`config.mk`:
```
export PLATFORM = sky130hd
export DESIGN_NAME = phase_cpu
export DESIGN_NICKNAME = d
export VERILOG_FILES = /design/src/rtl/cpu_pkg.sv /design/src/rtl/op_decoder.sv /design/src/rtl/reg_file.sv /design/src/rtl/alu.sv /design/src/rtl/ctrl_fsm.sv /design/src/rtl/phase_cpu.sv
export SDC_FILE = /design/constraint.sdc
export NUM_CORES = 1
export LEC_CHECK = 0
export CORE_MARGIN = 2
export CORE_UTILIZATION = 45
export CTS_BUF_LIST = sky130_fd_sc_hd__clkbuf_8
export DETAILED_ROUTE_END_ITERATION = 6
export PLACE_DENSITY = 0.63
export SETUP_SLACK_MARGIN = 0.3
export SLEW_MARGIN = 5
export SYNTH_ARGS = -nofsm -noshare
export SYNTH_HDL_FRONTEND = slang
export SYNTH_SLANG_ARGS = --single-unit
```
`constraint.sdc`:
```
create_clock -name clk -period 6.82 [get_ports clk]
set_input_delay 0.682 -clock clk [delete_from_list [all_inputs] [get_ports clk]]
set_output_delay 0.682 -clock clk [all_outputs]
set_load 0.01 [all_outputs]
```
`src/rtl/cpu_pkg.sv`:
```
package cpu_pkg;
    localparam int WORD_W = 16;
    localparam int REG_N  = 8;
    localparam int RIDX_W = $clog2(REG_N);
    localparam int OPC_W  = 4;
    localparam int OFF_W  = 6;
    localparam int OPC_N  = 1 << OPC_W;

    localparam logic [OPC_W-1:0] OPC_ADD = 4'b0001;
    localparam logic [OPC_W-1:0] OPC_AND = 4'b0101;
    localparam logic [OPC_W-1:0] OPC_NOT = 4'b1001;
    localparam logic [OPC_W-1:0] OPC_LDR = 4'b0110;
    localparam logic [OPC_W-1:0] OPC_JMP = 4'b1100;

    typedef enum logic [3:0] {
        ST_FETCH_MAR,
        ST_FETCH_RD,
        ST_FETCH_MDR,
        ST_FETCH_IR,
        ST_DECODE,
        ST_EVAL_ADDR,
        ST_OPND_RD,
        ST_OPND_MDR,
        ST_OPND_REG,
        ST_EXECUTE,
        ST_STORE
    } phase_t;

    typedef enum logic [1:0] {
        ALU_ADD,
        ALU_AND,
        ALU_NOT
    } alu_op_t;
endpackage

```
`src/rtl/op_decoder.sv`:
```
module op_decoder
    import cpu_pkg::*;
#(
    parameter int IN_W = OPC_W
) (
    input  logic [IN_W-1:0]       code,
    output logic [(1<<IN_W)-1:0]  hot
);
    genvar g;
    generate
        for (g = 0; g < (1 << IN_W); g++) begin : g_line
            assign hot[g] = (code == g[IN_W-1:0]);
        end
    endgenerate
endmodule

```
`src/rtl/reg_file.sv`:
```
module reg_file
    import cpu_pkg::*;
#(
    parameter int W = WORD_W,
    parameter int N = REG_N,
    localparam int IW = $clog2(N)
) (
    input  logic          clk,
    input  logic          rst_n,
    input  logic          we,
    input  logic [IW-1:0] wa,
    input  logic [W-1:0]  wd,
    input  logic [IW-1:0] ra,
    input  logic [IW-1:0] rb,
    output logic [W-1:0]  qa,
    output logic [W-1:0]  qb
);
    logic [W-1:0] cells [N];

    genvar g;
    generate
        for (g = 0; g < N; g++) begin : g_cell
            always_ff @(posedge clk or negedge rst_n) begin
                if (!rst_n) begin
                    cells[g] <= '0;
                end else if (we && wa == g[IW-1:0]) begin
                    cells[g] <= wd;
                end
            end
        end
    endgenerate

    assign qa = cells[ra];
    assign qb = cells[rb];
endmodule

```
`src/rtl/alu.sv`:
```
module alu
    import cpu_pkg::*;
#(
    parameter int W = WORD_W
) (
    input  alu_op_t      op,
    input  logic [W-1:0] a,
    input  logic [W-1:0] b,
    output logic [W-1:0] y
);
    always_comb begin
        unique case (op)
            ALU_ADD: y = a + b;
            ALU_AND: y = a & b;
            ALU_NOT: y = ~a;
            default: y = '0;
        endcase
    end
endmodule

```
`src/rtl/ctrl_fsm.sv`:
```
module ctrl_fsm
    import cpu_pkg::*;
(
    input  logic             clk,
    input  logic             rst_n,
    input  logic             run_en,
    input  logic [OPC_N-1:0] opc_hot,
    output phase_t           state,
    output logic             mar_from_pc,
    output logic             mar_from_ea,
    output logic             mem_rd,
    output logic             mdr_load,
    output logic             ir_load,
    output logic             pc_inc,
    output logic             pc_jump,
    output logic             opnd_load,
    output logic             res_load,
    output logic             rf_we
);
    phase_t nxt;
    logic   is_alu, is_ldr, is_jmp;

    assign is_alu = opc_hot[OPC_ADD] | opc_hot[OPC_AND] | opc_hot[OPC_NOT];
    assign is_ldr = opc_hot[OPC_LDR];
    assign is_jmp = opc_hot[OPC_JMP];

    always_ff @(posedge clk or negedge rst_n) begin
        if (!rst_n) begin
            state <= ST_FETCH_MAR;
        end else if (run_en) begin
            state <= nxt;
        end
    end

    always_comb begin
        nxt         = state;
        mar_from_pc = 1'b0;
        mar_from_ea = 1'b0;
        mem_rd      = 1'b0;
        mdr_load    = 1'b0;
        ir_load     = 1'b0;
        pc_inc      = 1'b0;
        pc_jump     = 1'b0;
        opnd_load   = 1'b0;
        res_load    = 1'b0;
        rf_we       = 1'b0;
        unique case (state)
            ST_FETCH_MAR: begin
                mar_from_pc = run_en;
                nxt = ST_FETCH_RD;
            end
            ST_FETCH_RD: begin
                mem_rd = run_en;
                nxt = ST_FETCH_MDR;
            end
            ST_FETCH_MDR: begin
                mdr_load = run_en;
                nxt = ST_FETCH_IR;
            end
            ST_FETCH_IR: begin
                ir_load = run_en;
                pc_inc  = run_en;
                nxt = ST_DECODE;
            end
            ST_DECODE: begin
                if (is_alu)      nxt = ST_OPND_REG;
                else if (is_ldr) nxt = ST_EVAL_ADDR;
                else if (is_jmp) nxt = ST_EXECUTE;
                else             nxt = ST_FETCH_MAR;
            end
            ST_EVAL_ADDR: begin
                mar_from_ea = run_en;
                nxt = ST_OPND_RD;
            end
            ST_OPND_RD: begin
                mem_rd = run_en;
                nxt = ST_OPND_MDR;
            end
            ST_OPND_MDR: begin
                mdr_load = run_en;
                nxt = ST_STORE;
            end
            ST_OPND_REG: begin
                opnd_load = run_en;
                nxt = ST_EXECUTE;
            end
            ST_EXECUTE: begin
                if (is_jmp) begin
                    pc_jump = run_en;
                    nxt = ST_FETCH_MAR;
                end else begin
                    res_load = run_en;
                    nxt = ST_STORE;
                end
            end
            ST_STORE: begin
                rf_we = run_en;
                nxt = ST_FETCH_MAR;
            end
            default: nxt = ST_FETCH_MAR;
        endcase
    end

    assert_halt_frozen_R10: assert property (@(posedge clk) disable iff (!rst_n)
        !run_en |=> (state == $past(state)));

    assert_fetch_chain_R2: assert property (@(posedge clk) disable iff (!rst_n)
        (run_en && state == ST_FETCH_IR) |=> (state == ST_DECODE));
endmodule

```
`src/rtl/phase_cpu.sv`:
```
module phase_cpu
    import cpu_pkg::*;
(
    input  logic              clk,
    input  logic              rst_n,
    input  logic              run_en,
    output logic              mem_rd,
    output logic [WORD_W-1:0] mem_addr,
    input  logic [WORD_W-1:0] mem_rdata
);
    logic [WORD_W-1:0] pc, ir, mar, mdr, opa, opb, res;
    logic [WORD_W-1:0] rf_a, rf_b, alu_y, ea, wb_data;
    logic [OPC_N-1:0]  opc_hot;
    phase_t            state;
    alu_op_t           aop;
    logic mar_from_pc, mar_from_ea, mdr_load, ir_load, pc_inc, pc_jump;
    logic opnd_load, res_load, rf_we;

    op_decoder #(.IN_W(OPC_W)) u_dec (
        .code (ir[WORD_W-1 -: OPC_W]),
        .hot  (opc_hot)
    );

    ctrl_fsm u_ctrl (
        .clk         (clk),
        .rst_n       (rst_n),
        .run_en      (run_en),
        .opc_hot     (opc_hot),
        .state       (state),
        .mar_from_pc (mar_from_pc),
        .mar_from_ea (mar_from_ea),
        .mem_rd      (mem_rd),
        .mdr_load    (mdr_load),
        .ir_load     (ir_load),
        .pc_inc      (pc_inc),
        .pc_jump     (pc_jump),
        .opnd_load   (opnd_load),
        .res_load    (res_load),
        .rf_we       (rf_we)
    );

    assign wb_data = opc_hot[OPC_LDR] ? mdr : res;

    reg_file #(.W(WORD_W), .N(REG_N)) u_rf (
        .clk   (clk),
        .rst_n (rst_n),
        .we    (rf_we),
        .wa    (ir[11:9]),
        .wd    (wb_data),
        .ra    (ir[8:6]),
        .rb    (ir[2:0]),
        .qa    (rf_a),
        .qb    (rf_b)
    );

    always_comb begin
        if (opc_hot[OPC_AND])      aop = ALU_AND;
        else if (opc_hot[OPC_NOT]) aop = ALU_NOT;
        else                       aop = ALU_ADD;
    end

    alu #(.W(WORD_W)) u_alu (
        .op (aop),
        .a  (opa),
        .b  (opb),
        .y  (alu_y)
    );

    assign ea = rf_a + {{(WORD_W-OFF_W){ir[OFF_W-1]}}, ir[OFF_W-1:0]};

    always_ff @(posedge clk or negedge rst_n) begin
        if (!rst_n) begin
            pc  <= '0;
            ir  <= '0;
            mar <= '0;
            mdr <= '0;
            opa <= '0;
            opb <= '0;
            res <= '0;
        end else begin
            if (mar_from_pc)      mar <= pc;
            else if (mar_from_ea) mar <= ea;
            if (mdr_load)         mdr <= mem_rdata;
            if (ir_load)          ir  <= mdr;
            if (pc_inc)           pc  <= pc + 1'b1;
            else if (pc_jump)     pc  <= rf_a;
            if (opnd_load) begin
                opa <= rf_a;
                opb <= rf_b;
            end
            if (res_load)         res <= alu_y;
        end
    end

    assign mem_addr = mar;

    assert_mar_takes_pc_R2: assert property (@(posedge clk) disable iff (!rst_n)
        (run_en && state == ST_FETCH_MAR) |=> (mar == $past(pc)));

    assert_ir_from_mdr_R2: assert property (@(posedge clk) disable iff (!rst_n)
        (run_en && state == ST_FETCH_IR) |=> (ir == $past(mdr) && pc == $past(pc) + 16'd1));

    assert_jump_target_R7: assert property (@(posedge clk) disable iff (!rst_n)
        (run_en && state == ST_EXECUTE && opc_hot[OPC_JMP]) |=> (pc == $past(rf_a)));

    assert_decode_onehot_R9: assert property (@(posedge clk) disable iff (!rst_n)
        $countones(opc_hot) == 1);

    assert_halt_addr_R10: assert property (@(posedge clk) disable iff (!rst_n)
        !run_en |=> $stable(mem_addr));
endmodule

```
# Yosys cells after proc, flatten, opt, wreduce, memory -nomap -nowiden
# Cells that the tools add are included.
classes:
  add_sub_neg: 3
  n_lt_le_gt_ge: 2
  n_eq_ne: 24
  mux: 30
  bitwise_logic: 6
  reduce_logical: 15
op_table:
  columns: ["op", "count"]
  rows:
  - ["$mux 16", 9]
  - ["$bmux 16 s3", 2]
  - ["$pmux 16 s3", 1]
  - ["$pmux 4 s10", 1]
  - ["$add 16x16->16", 2]
  - ["$eq 4x3->1 const B", 6]
  - ["$eq 4x4->1 const B", 5]
  - ["$add 16x1->16 const B", 1]
  - ["$and 16x16->16", 1]
  - ["$mux 4", 4]
  - ["$not 16->16", 1]
  - ["$eq 3x3->1 const B", 4]
  - ["$mux 1", 11]
  - ["$eq 4x1->1 const B", 2]
  - ["$eq 4x2->1 const B", 2]
  - ["$ge 4x4->1 const B", 2]
  - ["$logic_and 1x1->1", 8]
  - ["$not 3->4", 2]
  - ["$eq 3x2->1 const B", 2]
  - ["$logic_not 4->1", 1]
  - ["$mux 2", 2]
  - ["$reduce_bool 2->1", 2]
  - ["$reduce_or 2->1", 2]
  - ["$eq 3x1->1 const B", 1]
  - ["other kinds (5)", 6]
word_totals:
  regBits: 244
  output_inout_bits: 17

# Depth between registers and ports, before layout
# Gate-level depths: netlist (run 1).
logic_depth:
  depth_word: 7
  depth_mapped: 15
  mapped_depth_nobuf: 13

# Modules after synthesis
# Synthesis (run 1) repeated with hierarchy kept, for this count alone.
hier_totals:
  hier_cells: 1064
  hier_area_um2: 14068.5
by_module_without_submodules:
  columns: ["module", "instances", "cells_each", "area_each_um2"]
  rows:
  - ["reg_file", 1, 393, 7000.5]
  - ["phase_cpu", 1, 446, 5381.4]
  - ["alu", 1, 154, 1068.5]
  - ["ctrl_fsm", 1, 51, 391.6]
  - ["op_decoder", 1, 20, 226.5]

# Least setup slack after synthesis (run 1)
# Ideal clock, no wire load.
synth_path:
  kind: "register to register"
  from: "reg ir[6]"
  to: "reg mar[14] (netlist: mem_addr[14])"
  setup_ns: 0.131
  arrival_ns: 3.231
  t_required_ns: 6.689
  setup_slack_ns: 3.458
  path_stages_with_launch: 16
  path_cell_list: "dfrtp_1 > buf_2 > buf_2 > mux4_2 > mux2i_1 > inv_1 > ha_1 > inv_1 > fa_1 > nand2b_1 > a21oi_1 > o21ai_2 > a21oi_1 > a221oi_1 > nor4b_1 > or3_1"
synth_between:
  elab_chain_len: 7
synth_lines:
  columns: ["element", "line_no", "rtl"]
  rows:
  - ["start: declaration", "phase_cpu.sv:11", "logic [WORD_W-1:0] pc, ir, mar, mdr, opa, opb, res;"]
  - ["start signal: assignment", "phase_cpu.sv:84", "if (ir_load) ir <= mdr;"]
  - ["$not 3->4 (not written as such)", "reg_file.sv:33", "assign qa = cells[ra];"]
  - ["$bmux 16 s3", "reg_file.sv:33", null]
  - ["$mux 16 (not written as such) (2 in a row)", "reg_file.sv:33", null]
  - ["named net rf_a[0]", "phase_cpu.sv:12", "logic [WORD_W-1:0] rf_a, rf_b, alu_y, ea, wb_data;"]
  - ["$add 16x16->16", "phase_cpu.sv:69", "assign ea = rf_a + {{(WORD_W-OFF_W){ir[OFF_W-1]}}, ir[OFF_W-1:0]};"]
  - ["$mux 16", "phase_cpu.sv:82", "else if (mar_from_ea) mar <= ea;"]
  - ["$mux 16", "phase_cpu.sv:81", "if (mar_from_pc) mar <= pc;"]
  - ["end signal: assignment", "phase_cpu.sv:81", null]
  - ["end: declaration", "phase_cpu.sv:11", null]
# The timed path passes the listed nets, and every way through them passes these cells. The select of a mux whose other input is x is not followed.
# A chain may end at the register's enable or synchronous reset.

# Worst setup path in the final report (run 1)
# Same ends and word-level chain as after synthesis.

==> metrics, run 1 <==
P&R area growth vs syn 12.3%; crit end category register; total CTS buffers 43; leading cell type in the layout, fill and taps excluded dfrtp_1; initial antenna violation count 0; fin nets 1,331; drt total wl 32,500 um; Layout Utilization 51.3%; power per cell area 379 nW/um^2; final hold viol count 0; Starting Density 45.7%; Post-route DRC 0; clk sinks 244; Worst Path Required 7.23 ns; Chip Height 175 um; layout cells sized above 1 16.1%; minimum clock period 4.05 ns; Max Cap Viol 0; Setup Skew 0.0191 ns; post-CTS sizing 0; Peak VDD IR 0.145 mV; actual slew at the worst max-slew pin 1.10 ns; Synth top area share 46.5%; Setup CP Type register to register; Remaining Overflow, GRT 0; first-pass GRT wire length 52,900 um; Main synth FF type dfrtp_1; combinational share of power 35.9%; Switching Share 37.2%; post-CTS setup buffers 0; GPL Wtd Cong 0.887; Psw 2.08 mW; number of flops mapped to enable cells by yosys 0; synth warn 0; Slew headroom 27.0%; Power Total 5.58 mW; Avg Cell Area, Syn 10.5 sq um; Data arrival, critical path 4.47 ns; Yosys cell types 69; TritonRoute pass-1 iters 5; clock network fraction of design power 25.0%; largest net degree at the start of global routing 183; critical-path maximum fanout 17; Flop pwr share 39.1%; ys async rst share 100%; vias 9,719; unrepaired setup endpoints after global routing false; #FFs+latches synth 244; Clock Latency Late Sink 0.55 ns; per-cell routed wire length 19.2 um; critical path launch point type register; number of diodes 0; H-tree depth 2; drt via density 5.74; worst min path class input pin to asynchronous set/reset pin; drt first-iter violations 759; Clk pin slew, worst setup/hold paths 0.06 ns; Internal 3.50 mW; Max Freq 247 MHz; final worst slack 2.77 ns; Syn Nets 1,301; Hold Buf Count CTS 0; IO Count 36; Leakage 6.39 nW; Die X 175 um; CTS Buffer Depth 3; CTS Root Cell clkbuf_8; Site Rows 62; Detail Route Antenna Nets 0; synth top area cells dfrtp_1, mux4_2, nand2_1; IO buf count 35; final setup fails 0; CTS tree done; Setup TNS 0 ns; commonest cells after routing, fill and taps aside dfrtp_1, nand2_1, o21ai_0; Seq/Total Area, Yosys 46.5%; Max Slew Vio Count 0; fin crit share 59.5%; GRT Total Usage 21.9%; post-synthesis instance total 1,248; DIE AREA 30,500 sq um; outcome complete, no violations; Filler Cell Count 2,593; HPWL after DPL 21,500 um; vias in the first global route 9,598; dpl ws 2.80 ns; area leader, netlist dfrtp_1; Core Box Area 28,700 sq um; synthesized area 13,100 sq um
registers in the layout, summed over array words and instances, names as in the netlist:
register      count
opb              16
opa              16
u_rf.cells      128
pc               16
res              16
mem_addr         16
mdr              16
u_ctrl.state      4
ir               16
final timing paths:
kind / from / endpoint / slack, ns / depth (start not counted)
max: ir[6]$_DFFE_PN0P_ / mem_addr[14]$_DFFE_PN0P_ / 2.77 / 11
min: rst_n / pc[2]$_DFFE_PN0P_ / 0.08 / 1
max reg2reg: ir[6]$_DFFE_PN0P_ / mem_addr[14]$_DFFE_PN0P_ / 2.77 / 11
min reg2reg: mem_addr[0]$_DFFE_PN0P_ / mem_addr[0]$_DFFE_PN0P_ / 0.47 / 2
max in group asynchronous: rst_n / opb[9]$_DFFE_PN0P_ / 5.35 / 2
min in group clk: mem_addr[0]$_DFFE_PN0P_ / mem_addr[0]$_DFFE_PN0P_ / 0.47 / 2
cell type report:
cell class / instances / area, sq um / area share, %
clock buffer: 55 / 757 / 5.14
clock inverter: 21 / 143 / 0.968
inverter: 14 / 52.6 / 0.357
multi-input combinational: 914 / 6630 / 45.0
sequential: 244 / 6110 / 41.5
tap: 384 / 480 / 3.26
timing repair buffer: 61 / 563 / 3.82
metrics by stage:
step                instances  area (sq um)  hold slack, ns
finish                   1693         14700          0.0817
floorplan                1248         13100           0.386
global placement         1617         13800           0.465
CTS                      1693         14700          0.0742
detailed placement       1617         13800           0.469
global route             1693         14700           0.100
Yosys cell counts, drive strengths merged (13+ instances only):
master	number
o21ai	161
mux2	41
nand2b	13
clkbuf	45
a21oi	85
nor2	84
mux2i	40
mux4	64
inv	14
dfrtp	244
a22oi	19
nand3	15
nand2	212
ha	32
buf	31
xor2	14
routing by layer:
layer,GRT usage (%),share of wire (%),vias up
met5,0,0,-
met4,5.63,1.8,0
met3,2.87,5.0,52
met2,36.9,48,242
met1,30.2,45,4818
li1,-,-,4607
power by group through the flow:
stage          Combinational (mW)  Sequential, mW  Clock [mW]
5_1_grt                      2.22            2.23        1.49
6_report                     2.00            2.18        1.40
3_3_place_gp                 1.97            2.19           0
3_5_place_dp                 2.00            2.20           0
4_1_cts                      2.01            2.18        1.43
2_1_floorplan                1.56            2.02           0
cells by family after synthesis:
group | Yosys count | share of synthesized area, %
multiplexers | 145 | 17.6
adder cells (fa/ha/maj) | 34 | 3.36
AND/OR/NAND/NOR | 374 | 12.5
XOR/XNOR | 26 | 1.74
AO/OA/AOI/OAI | 335 | 15.3
buffers and inverters | 90 | 3.05
flip-flops | 244 | 46.5
worst max-delay path, stage by stage (launching register included):
cell	delay [ns]
dfrtp_2	0.68
buf_4	0.43
mux4_2	0.54
mux2_2	0.34
ha_1	0.37
a21oi_1	0.21
nand2_1	0.09
o21ai_2	0.22
a21oi_1	0.15
a221oi_1	0.40
nor4b_1	0.11
or3_1	0.38
Power figures use the tool's default switching activity.
==> inputs of run 2 (changes only) <==
==> constraint.sdc (replaced) <==
create_clock -name clk -period 4 [get_ports clk]
set_input_delay 0.4 -clock clk [delete_from_list [all_inputs] [get_ports clk]]
set_output_delay 0.4 -clock clk [all_outputs]
set_load 0.01 [all_outputs]
==> run 2 against run 1 <==
Effect of this change: hold slack better by 0.38 ns; global-route usage is 0.43 points higher; sequential power is 68% higher; highest routed layer unchanged.
==> metrics, run 2 (synthesized netlist as in run 1, its figures left out) <==
Post-route DRC 0; unrepaired setup endpoints after global routing false; power per cell area 648 nW/um^2; Leakage 6.47 nW; total CTS buffers 43; Data arrival, critical path 3.89 ns; Setup Skew 0.0129 ns; buffer and inverter count on the worst path 1; worst setup path startpoint ir[6]$_DFFE_PN0P_; combinational share of power 36.9%; final setup fails 0; Worst Path Required 4.43 ns; largest register by flop count u_rf.cells; fin crit share 86.4%; minimum clock period 3.45 ns; TritonRoute pass-1 iters 5; clock network fraction of design power 25.2%; drt via density 5.76; Starting Density 45.7%; IO buf count 35; fin nets 1,344; max reg flops 128; final hold viol count 0; Setup CP Type register to register; Psw 3.61 mW; Site Rows 62; critical-path maximum fanout 14; family with the most delay on the worst path compound AO/OA/AOI/OAI gates; clk sinks 244; Clock Latency Late Sink 0.55 ns; Clk pin slew, worst setup/hold paths 0.06 ns; P&R area growth vs syn 13.5%; crit end category register; Peak VDD IR 0.303 mV; largest net degree at the start of global routing 89; vias in the first global route 9,675; Max Freq 289 MHz; drt first-iter violations 744; Layout Cells excl Fill 1,710; vias 9,853; GRT Total Usage 22.4%; Setup TNS 0 ns; Detail Route Antenna Nets 0; Remaining Overflow, GRT 0; DIE AREA 30,500 sq um; Max Slew Vio Count 0; final worst slack 0.546 ns; Reg-to-Reg Start ir[6]$_DFFE_PN0P_; CTS Root Cell clkbuf_8; drt total wl 33,400 um; layout cells sized above 1 17.3%; initial antenna violation count 0; CP most frequent cell a21oi_1; Flop pwr share 37.9%; number of diodes 0; Internal 6.04 mW; dpl ws 0.316 ns; CTS tree done; Max stage delay on crit path 0.52 ns; Switching Share 37.4%; H-tree depth 2; IO Count 36; commonest cells after routing, fill and taps aside dfrtp_1, nand2_1, o21ai_0; Max Cap Viol 0; outcome complete, no violations; slowest CP cell mux4_2; first-pass GRT wire length 53,600 um; Die X 175 um; GPL Wtd Cong 0.850; per-cell routed wire length 19.5 um; Core Box Area 28,700 sq um; placed cells 1,625; worst min path class input pin to asynchronous set/reset pin; actual slew at the worst max-slew pin 0.885 ns; critical-path cell list buf_8, mux4_2, mux2_2, ha_1, o21ai_1, a21oi_1, o21ai_2, a21oi_1, a221oi_2, and4b_1, or3_1; critical path launch point type register; CTS Buffer Depth 3; HPWL after DPL 22,100 um; Slew headroom 40.8%; leading cell type in the layout, fill and taps excluded dfrtp_1; Chip Height 175 um
==> run 2: worst register-to-register path: cells and delay by family, from the launching register on <==
kind | cells | cell delay [ns]
compound gates | 5 | 0.86
fa+ha+maj | 1 | 0.35
buf+inv | 1 | 0.26
flops | 1 | 0.51
mux | 2 | 0.84
simple gates | 2 | 0.52
==> run 2: area by class of cell <==
cell class              count  area (sq um)
flip-flops and latches    244          6110
well taps                 384           480
repair buffers             74           687
fillers                  2577         13800
clock buffers              59           812
multi-input cells         914          6640
clock inverters            21           120
inverters                  14          52.6
==> run 2: path summary, 6_finish.rpt <==
check	endpoint	slack [ns]	cells after the start
setup reg to reg	mem_addr[14]$_DFFE_PN0P_	0.55	11
setup / recovery	mem_addr[14]$_DFFE_PN0P_	0.55	11
max in group asynchronous	mdr[7]$_DFFE_PN0P_	2.52	3
hold / removal	ir[4]$_DFFE_PN0P_	0.46	2
hold reg to reg	mem_addr[0]$_DFFE_PN0P_	0.48	2
min in group clk	mdr[1]$_DFFE_PN0P_	0.46	2
==> run 2: layer usage <==
metal	track usage (%)	vias to the layer above	part of all wire, %
met5	0	-	0
met4	7.74	0	3.0
met3	3.44	71	4.9
met2	37.2	261	49
met1	30.0	4877	44
li1	-	4644	-
==> run 2: per-stage QoR <==
| step | hold WS, ns | utilization, % | total power, mW | area, sq um |
|---|---|---|---|---|
| 2_1_floorplan | 0.104 | - | 6.10 | 13100 |
| 3_3_place_gp | 0.458 | 48.4 | 7.15 | 13900 |
| 3_5_place_dp | 0.461 | 48.4 | 7.23 | 13900 |
| 4_1_cts | 0.433 | 51.7 | 9.71 | 14900 |
| 5_1_grt | 0.439 | 51.9 | 10.3 | 14900 |
| 6_report | 0.459 | 51.9 | 9.65 | 14900 |
==> run 2: power groups by stage <==
stage | Sequential (mW) | Clock (mW) | Combinational [mW]
floorplan | 3.45 | 0 | 2.66
global placement | 3.68 | 0 | 3.47
detailed placement | 3.69 | 0 | 3.54
CTS | 3.66 | 2.49 | 3.56
global route | 3.75 | 2.60 | 3.93
finish | 3.66 | 2.43 | 3.57
==> run 2: repair_timing <==
action | 4_1_cts | 5_1_grt
buffers inserted | 0 | 4
endpoints found under the hold margin | 85 | 0
hold buffers | 1 | 0
gates cloned | 0 | 0
gates resized for setup | 1 | 4
pin swaps | 0 | 1
setup endpoints to repair | 1 | 2
==> inputs of run 3 (changes only) <==
--- a/config.mk
+++ b/config.mk
@@ -9,7 +9,7 @@
 export CORE_UTILIZATION = 45
 export CTS_BUF_LIST = sky130_fd_sc_hd__clkbuf_8
 export DETAILED_ROUTE_END_ITERATION = 6
-export PLACE_DENSITY = 0.63
+export PLACE_DENSITY = 0.66
 export SETUP_SLACK_MARGIN = 0.3
 export SLEW_MARGIN = 5
 export SYNTH_ARGS = -nofsm -noshare
==> constraint.sdc (replaced) <==
create_clock -name clk -period 3.1 [get_ports clk]
set_input_delay 0.31 -clock clk [delete_from_list [all_inputs] [get_ports clk]]
set_output_delay 0.31 -clock clk [all_outputs]
set_load 0.01 [all_outputs]
==> run 3 against run 2 <==
Effect of this change: the run now ends with negative setup slack left; final area grew 2.9%; setup slack lost 0.56 ns; combinational power grew 41%; critical path depth is the same; hold slack lost 0.12 ns; count of clock-buffer cells in the layout shrank 5; critical path type unchanged; highest routed layer unchanged.
==> metrics, run 3 (synthesized netlist as in run 1, its figures left out) <==
outcome finished with violations; failing checks negative setup slack; worst min path class input pin to asynchronous set/reset pin; vias 10,000; DIE AREA 30,500 sq um; Worst Path Required 3.52 ns; combinational share of power 39.4%; IO buf count 35; drt total wl 34,200 um; fin area 15,300 sq um; Post-route DRC 0; fin crit share 101%; final hold viol count 0; HPWL after DPL 23,000 um; Clk pin slew, worst setup/hold paths 0.06 ns; first-pass GRT wire length 55,000 um; CTS Buffer Depth 3; CTS Root Cell clkbuf_8; unrepaired setup endpoints after global routing true; GPL Wtd Cong 0.886; Setup Skew 0.0240 ns; H-tree depth 2; number of diodes 0; Starting Density 45.7%; Psw 4.81 mW; fin nets 1,381; total CTS buffers 43; leading cell type in the layout, fill and taps excluded dfrtp_1; layout cells sized above 1 21.1%; crit end category register; met2 Usage GRT 38.1%; Data arrival, critical path 3.54 ns; vias in the first global route 10,100; Leakage 6.66 nW; largest register by flop count u_rf.cells; Core Box Area 28,700 sq um; Clock Latency Late Sink 0.56 ns; drt first-iter violations 657; GRT Total Usage 23.0%; R2R cell count 11; actual slew at the worst max-slew pin 1.25 ns; power per cell area 830 nW/um^2; per-cell routed wire length 19.6 um; initial antenna violation count 0; grt met3 use 3.29%; Peak VDD IR 0.311 mV; Internal 7.92 mW; critical path launch point type register; Die X 175 um; Max Slew Vio Count 0; Detail Route Antenna Nets 0; drt via density 5.76; CTS tree done; Max Cap Viol 0; Filler Cell Count 2,559; P&R area growth vs syn 16.8%; met1 Use GR 31.1%; Setup TNS -0.0214 ns; Site Rows 62; final setup fails 2; Setup CP Type register to register; max reg flops 128; clk sinks 244; critical-path maximum fanout 9; Switching Share 37.8%; Flop pwr share 37.0%; busiest grt layer met2; Max Freq 321 MHz; IO Count 36; Cell Area, Placed 14,300 sq um; TritonRoute pass-1 iters 5; commonest cells after routing, fill and taps aside dfrtp_1, nand2_1, o21ai_0; largest net degree at the start of global routing 90; Chip Height 175 um; final worst slack -0.0173 ns; Slew headroom 16.5%; minimum clock period 3.12 ns; clock network fraction of design power 23.5%; Remaining Overflow, GRT 0
-- run 3: stage by stage --
step	power, mW	cells	util (%)	hold slack, ns	setup slack (ns)
final	12.7	1740	53.4	0.341	-0.0173
after global routing	13.5	1740	53.4	0.353	-0.178
after CTS	12.8	1738	53.2	0.335	-0.0369
after detailed placement	9.66	1661	49.9	0.366	-0.0879
after global placement	9.53	1661	49.9	0.369	-0.0453
after floorplan	7.99	1248	-	0.0144	0.103
-- run 3: worst max-delay path: stages (launching register included) --
cell and delay (ns):
dfrtp_2 0.39, buf_6 0.19, buf_12 0.15, mux4_2 0.48
mux2_2 0.33, ha_1 0.31, o21a_1 0.21, nor2_2 0.13
a21oi_2 0.06, a221oi_2 0.30, nor4b_1 0.10, or3_1 0.32
-- run 3: area by class of cell --
class,instances,area (sq um),share of cell area [%]
Inverter,14,52.6,0.343
Multi-Input combinational cell,914,6800,44.4
Clock inverter,19,114,0.743
Tap cell,384,480,3.13
Timing Repair Buffer,111,1020,6.68
Sequential cell,244,6110,39.9
Clock buffer,54,743,4.85
-- run 3: worst paths after layout --
kind                                         start                    endpoint  slack, ns
setup / recovery                 ir[6]$_DFFE_PN0P_    mem_addr[14]$_DFFE_PN0P_      -0.02
min in group clk                      mem_rdata[1]          mdr[1]$_DFFE_PN0P_       0.36
max in group asynchronous                    rst_n  u_rf.cells[64]$_DFFE_PN0P_       1.96
hold reg to reg            mem_addr[0]$_DFFE_PN0P_     mem_addr[0]$_DFFE_PN0P_       0.48
setup reg to reg                 ir[6]$_DFFE_PN0P_    mem_addr[14]$_DFFE_PN0P_      -0.02
hold / removal                               rst_n           pc[3]$_DFFE_PN0P_       0.34
-- run 3: power by group through the flow --
stage,combinational [mW],clock (mW),sequential [mW]
finish,5.02,3.00,4.71
global placement,4.81,0,4.72
global route,5.52,3.20,4.82
CTS,4.98,3.07,4.71
detailed placement,4.92,0,4.75
floorplan,3.54,0,4.45
-- run 3: timing repair --
action                                 CTS  global route
hold buffers                             1             0
gates resized for setup                 10             9
buffers inserted                         3             2
pin swaps                                1             4
setup endpoints to repair                8            11
endpoints found under the hold margin   84             0
-- run 3: layer usage --
layer  part of all wire [%]  vias to the layer above
li1                       -                     4700
met1                     43                     4963
met2                     48                      290
met3                    5.6                       66
met4                    3.0                        0
met5                      0                        -
